### src/rtl/pwmen_pkg.sv
package pwmen_pkg;
  localparam int unsigned PWMEN_NCH   = 4;
  localparam int unsigned PWMEN_BUS_W = 8;

  typedef enum logic {
    OWNER_PORT = 1'b0,
    OWNER_PWM  = 1'b1
  } pin_owner_e;
endpackage

### src/rtl/pwmen_reg.sv
module pwmen_reg #(
  parameter int unsigned NCH   = 4,
  parameter int unsigned BUS_W = 8
) (
  input  logic             clk,
  input  logic             rst_n,
  input  logic             sel,
  input  logic             wr,
  input  logic [BUS_W-1:0] wdata,
  output logic [BUS_W-1:0] rdata,
  output logic [NCH-1:0]   en_bits
);
  localparam int unsigned PAD_W = BUS_W - NCH;

  logic [NCH-1:0] en_q;
  logic           wr_hit;
  logic           unused_hi;

  assign wr_hit    = sel & wr;
  assign unused_hi = ^wdata[BUS_W-1:NCH];

  always_ff @(posedge clk or negedge rst_n) begin
    if (!rst_n)      en_q <= '0;
    else if (wr_hit) en_q <= wdata[NCH-1:0];
  end

  assign en_bits = en_q;
  assign rdata   = {{PAD_W{1'b0}}, en_q};


  reg_load_chk: assert property (@(posedge clk) disable iff (!rst_n)
    (sel && wr) |=> (en_bits == $past(wdata[NCH-1:0])));


  reg_hold_chk: assert property (@(posedge clk) disable iff (!rst_n)
    !(sel && wr) |=> $stable(en_bits));
endmodule

### src/rtl/pwmen_sync.sv
module pwmen_sync (
  input  logic clk,
  input  logic rst_n,
  input  logic tick,
  input  logic en_req,
  output logic active,
  output logic gated_tick
);
  logic act_q;

  always_ff @(posedge clk or negedge rst_n) begin
    if (!rst_n)    act_q <= 1'b0;
    else if (tick) act_q <= en_req;
  end

  assign active     = act_q;
  assign gated_tick = tick & act_q;


  sync_hold_chk: assert property (@(posedge clk) disable iff (!rst_n)
    !tick |=> $stable(active));


  sync_sample_chk: assert property (@(posedge clk) disable iff (!rst_n)
    tick |=> (active == $past(en_req)));
endmodule

### src/rtl/pwmen_pinmux.sv
module pwmen_pinmux
  import pwmen_pkg::*;
#(
  parameter int unsigned NCH = 4
) (
  input  logic [NCH-1:0] active,
  input  logic [NCH-1:0] dir,
  input  logic [NCH-1:0] dat,
  input  logic [NCH-1:0] wave,
  output logic [NCH-1:0] oe,
  output logic [NCH-1:0] out
);
  for (genvar i = 0; i < NCH; i++) begin : g_pin
    pin_owner_e owner;
    assign owner = pin_owner_e'(active[i]);
    always_comb begin
      unique case (owner)
        OWNER_PWM: begin
          oe[i]  = 1'b1;
          out[i] = wave[i];
        end
        default: begin
          oe[i]  = dir[i];
          out[i] = dat[i];
        end
      endcase
    end
  end
endmodule

### src/rtl/pwm_chan_enable.sv
module pwm_chan_enable
  import pwmen_pkg::*;
#(
  parameter int unsigned NCH   = PWMEN_NCH,
  parameter int unsigned BUS_W = PWMEN_BUS_W
) (
  input  logic             clk,
  input  logic             rst_n,
  input  logic             bus_sel,
  input  logic             bus_wr,
  input  logic [BUS_W-1:0] bus_wdata,
  output logic [BUS_W-1:0] bus_rdata,
  input  logic [NCH-1:0]   src_tick,
  input  logic [NCH-1:0]   pwm_wave,
  input  logic [NCH-1:0]   port_dir,
  input  logic [NCH-1:0]   port_dat,
  output logic [NCH-1:0]   cnt_clk_en,
  output logic [NCH-1:0]   pin_oe,
  output logic [NCH-1:0]   pin_out
);
  logic [NCH-1:0] en_bits;
  logic [NCH-1:0] chan_act;

  pwmen_reg #(.NCH(NCH), .BUS_W(BUS_W)) u_reg (
    .clk     (clk),
    .rst_n   (rst_n),
    .sel     (bus_sel),
    .wr      (bus_wr),
    .wdata   (bus_wdata),
    .rdata   (bus_rdata),
    .en_bits (en_bits)
  );

  for (genvar i = 0; i < NCH; i++) begin : g_chan
    pwmen_sync u_sync (
      .clk        (clk),
      .rst_n      (rst_n),
      .tick       (src_tick[i]),
      .en_req     (en_bits[i]),
      .active     (chan_act[i]),
      .gated_tick (cnt_clk_en[i])
    );
  end

  pwmen_pinmux #(.NCH(NCH)) u_mux (
    .active (chan_act),
    .dir    (port_dir),
    .dat    (port_dat),
    .wave   (pwm_wave),
    .oe     (pin_oe),
    .out    (pin_out)
  );


  gate_only_on_tick_chk: assert property (@(posedge clk) disable iff (!rst_n)
    ((cnt_clk_en & ~src_tick) == '0));


  pin_forced_chk: assert property (@(posedge clk) disable iff (!rst_n)
    ((cnt_clk_en & ~pin_oe) == '0));


  rdata_pad_chk: assert property (@(posedge clk) disable iff (!rst_n)
    (bus_rdata[BUS_W-1:NCH] == '0));


  same_edge_chk: assert property (@(posedge clk) disable iff (!rst_n)
    (bus_sel && bus_wr && (src_tick != '0)) |=>
      ((chan_act & $past(src_tick)) == ($past(bus_rdata[NCH-1:0]) & $past(src_tick))));
endmodule

### config.mk
export PLATFORM = sky130hd
export DESIGN_NAME = pwm_chan_enable
export DESIGN_NICKNAME = d
export VERILOG_FILES = /design/src/rtl/pwmen_pkg.sv /design/src/rtl/pwmen_reg.sv /design/src/rtl/pwmen_sync.sv /design/src/rtl/pwmen_pinmux.sv /design/src/rtl/pwm_chan_enable.sv
export SDC_FILE = /design/constraint.sdc
export NUM_CORES = 1
export LEC_CHECK = 0
export CORE_AREA = 4 4 41 43
export DETAILED_ROUTE_END_ITERATION = 8
export DIE_AREA = 0 0 45 47
export DONT_BUFFER_PORTS = 1
export PLACE_DENSITY_LB_ADDON = 0.05
export SYNTH_ARGS = -nofsm -noshare
export SYNTH_HDL_FRONTEND = slang
export SYNTH_HIERARCHICAL = 1
export SYNTH_SLANG_ARGS = --single-unit
### constraint.sdc
create_clock -name clk -period 0.8 [get_ports clk]
set_clock_uncertainty 0.05 [all_clocks]
set_input_delay 0.08 -clock clk [delete_from_list [all_inputs] [get_ports clk]]
set_output_delay 0.08 -clock clk [all_outputs]
set_load 0.03 [all_outputs]
; After elaboration in Yosys (flattened, before gate mapping)
; Cells that the tools add are included.
[totals]
in_bits = 28
regBits = 8
[classes]
n_bitwise = 5
n_mux = 8
[ops]
columns = cell, count
row1 = 1-bit 2-to-1 mux, 8
row2 = 1-bit AND, 5

; Longest topological paths before layout
[logic_depth]
depth_word = 1
mapped_depth = 2
mapped_depth_nobuf = 2

; Cells and area by module
; Netlist, hierarchy kept.
[modules_own_cells]
columns = mod, area_per_inst_um2, instances, cells_per_inst, seq_area_each_um2
row1 = pwmen_reg, 230.2, 1, 18, 100.1
row2 = pwmen_sync, 47.5, 4, 3, 25.0
row3 = pwmen_pinmux, 85.1, 1, 8, 0.0

; Worst setup path after synthesis
; OpenSTA, ideal clock, no wires.
[synth_timing]
path_type = register to output
startpoint = register g_chan[0].u_sync.act_q
endpoint = output port pin_out[0]
setup_slack_ns = -0.064
t_required_ns = 0.670
t_arrival_ns = 0.734
path_stages_with_launch = 2
path_buffers = 0
cell_sequence = dfrtp_1 -> mux2_4
[synth_between]
elab_chain_cells = 1
[synth_rtl]
columns = element, line
row1 = "start, declared", pwmen_sync.sv:9  ; logic act_q;
row2 = "start signal, assigned", pwmen_sync.sv:13  ; else if (tick) act_q <= en_req;
row3 = 1-bit 2-to-1 mux, pwmen_pinmux.sv:17  ; unique case (owner)
row4 = "end, declared", pwm_chan_enable.sv:19  ; output logic [NCH-1:0] pin_out
; No other way between the ends.

; Worst setup path after layout
; Ends and elaborated chain as after synthesis.

==> flow_summary.yaml <==
outcome:
  outcome: "finished, violations left"
  violations: "negative hold slack, negative setup slack"
route:
  drt_iter0_drc: 1
  drcViolationCount: 0
  first_pass_iters: 2
  wl_um: 1090
  vias: 329
  via_per_inst: 5.06
  post_drt_wl_per_cell_um: 16.8
  detail-route-antenna-nets: 0
cells_and_area:
  multi_input_area_um2: 269
  drive_above_1_share: 0.660
  final_cells: 65
  n_fill_cell: 128
  final_nets: 80
  seq_area_um2: 200
  diodes: 0
  syn_to_final_growth_pct: 29.0
floorplan:
  placementRows: 13
  dieArea_mm2: 0.00212
  fp.dieH_um: 47
  ioPinCount: 48
  initial_utilization: 0.388
  fp.dieW_um: 45
  core_area_mm2: 0.00130
sta:
  finalSetupTns_ns: -5.02
  fin_ws_ns: -0.371
  holdWs_ns: -0.0671
  hold_viol: 5
  rsz0062_at_grt: "true"
  fin_crit_sh: 1.46
  drv_slew: 0
  period_needed_ns: 1.17
  fmax_mhz: 854
  setup_viol: 24
clock_network:
  clockRootBuffer: "clkbuf_4"
  cts_tree: "yes"
  cts_made_buffers: 3
  clock_path_buffers: 2
  path_clk_slew_ns: 0.06
  cts_sinks: 8
  hold_buffers: 4
  clkLatencyLatePin_ns: 0.25
  cts_htree_levels: 1
power_and_ir_drop:
  pwr_density_cell_mw_per_mm2: 2410
  power_leakage_nw: 0.328
  p_total_mw: 1.57
  peakVddDrop_v: 0.00104
logic_synthesis:
  ys_seq_elements: 8
  yosys_warnings: 6
  ys_seq_area_frac: 0.396
  syn_area_per_cell_um2: 13.3
  syn-cell-area_um2: 505
  yosysUniqueCellTypes: 7
  syn_inst: 38
critical_path:
  rrSetupSlack_ns: -0.17
  crit_required_ns: 0.67
  worst-path-buf-inv: 0
  cp_slowest_stage_delay_ns: 0.42
  crit_fanout: 3
  crit_family: "flip-flops"
  worst-setup-path-type: "register to output pin"
  critPathArrivalTime_ns: 1.04
  worst_path_max_delay_cell: "dfrtp_1"
  path_cells: "mux2_4"
  end_kind: "output pin"
  start_kind: "register"
global_routing:
  grt_max_degree: 9
  antenna_found_initial: 0
  overflow: 0
  track_usage: 0.109
  grt_pass1_vias: 365
  grt_pass1_wl_um: 1590
placed_design:
  port_buffers: 0
  place_inst: 52
  place_hpwl_um: 811
  pre_cts_ws_ns: -0.0874
  globalplace.congestion: 0.634
hold_path:
  min_path_type: "primary input to register"
flow_run:
  maxCapViolCount: 0
==> state kept, by name (all words and copies together) (netlist names) <==
register,count
g_chan.u_sync/active,4
u_reg/en_bits,4
==> final cells by class <==
class | count | area share
Multi-Input combinational cell | 25 | 0.413
Sequential cell | 8 | 0.307
Timing Repair Buffer | 14 | 0.217
Clock buffer | 3 | 0.0345
Tap cell | 15 | 0.0288
==> cells in the mapped netlist <==
cell type   n  area (um2)
and2_2      4        30.0
buf_4       8        60.1
conb_1      1        3.75
dfrtp_1     8         200
mux2_4     12         180
nand2_2     1        6.26
or2_1       4        25.0
==> kinds of logic (layout without fill, tap and decap cells) <==
group | Yosys count | count (layout) | synth area share
DFF | 8 | 8 | 0.396
buffers and inverters | 8 | 17 | 0.119
muxes | 12 | 12 | 0.356
and+or+nand+nor | 9 | 9 | 0.121
other | 1 | 4 | 0.00742
==> what timing repair did <==
item                       in CTS  in global routing
hold endpoints to repair       16                  5
buffers inserted                6                  0
pin swaps                       3                  2
gates resized for setup        14                  0
setup endpoints to repair      24                 24
==> report_power, final <==
part	switching, mW	internal, mW	total (mW)
combinational	0.357	0.360	0.717
sequential	0.0750	0.475	0.551
clock	0.135	0.172	0.306
total	0.566	1.01	1.57
==> per-layer routing <==
| layer | vias up | share of wire | global-route usage |
|---|---|---|---|
| met5 | - | 0 | 0 |
| met4 | 0 | 0.0082 | 0.0526 |
| met3 | 2 | 0.18 | 0.0536 |
| met2 | 33 | 0.52 | 0.203 |
| met1 | 156 | 0.30 | 0.0962 |
| li1 | 138 | - | - |
==> layout by cell type (no fill, tap or decap), drive strengths merged <==
cell	n
and2	4
buf	10
clkbuf	3
conb	4
dfrtp	8
dlygate4sd3	4
mux2	12
nand2	1
or2	4
==> through the flow <==
stage,instance area [um2],util
6_report,652,0.501
5_1_grt,652,0.501
4_1_cts,652,0.501
3_5_place_dp,505,0.388
3_3_place_gp,505,0.388
2_1_floorplan,517,-
==> final timing paths <==
| kind | from | end | depth (start not counted) |
|---|---|---|---|
| setup / recovery | g_chan[0].u_sync/active | pin_out[0] | 1 |
| max in group asynchronous | rst_n | u_reg/en_bits[2] | 1 |
| hold / removal | bus_wdata[1] | u_reg/en_bits[1] | 1 |
| min in group asynchronous | rst_n | g_chan[3].u_sync/active | 1 |
| setup reg to reg | g_chan[3].u_sync/active | g_chan[3].u_sync/active | 2 |
| hold reg to reg | u_reg/en_bits[1] | g_chan[1].u_sync/active | 1 |
No activity file was read; power rests on OpenSTA's default activity.
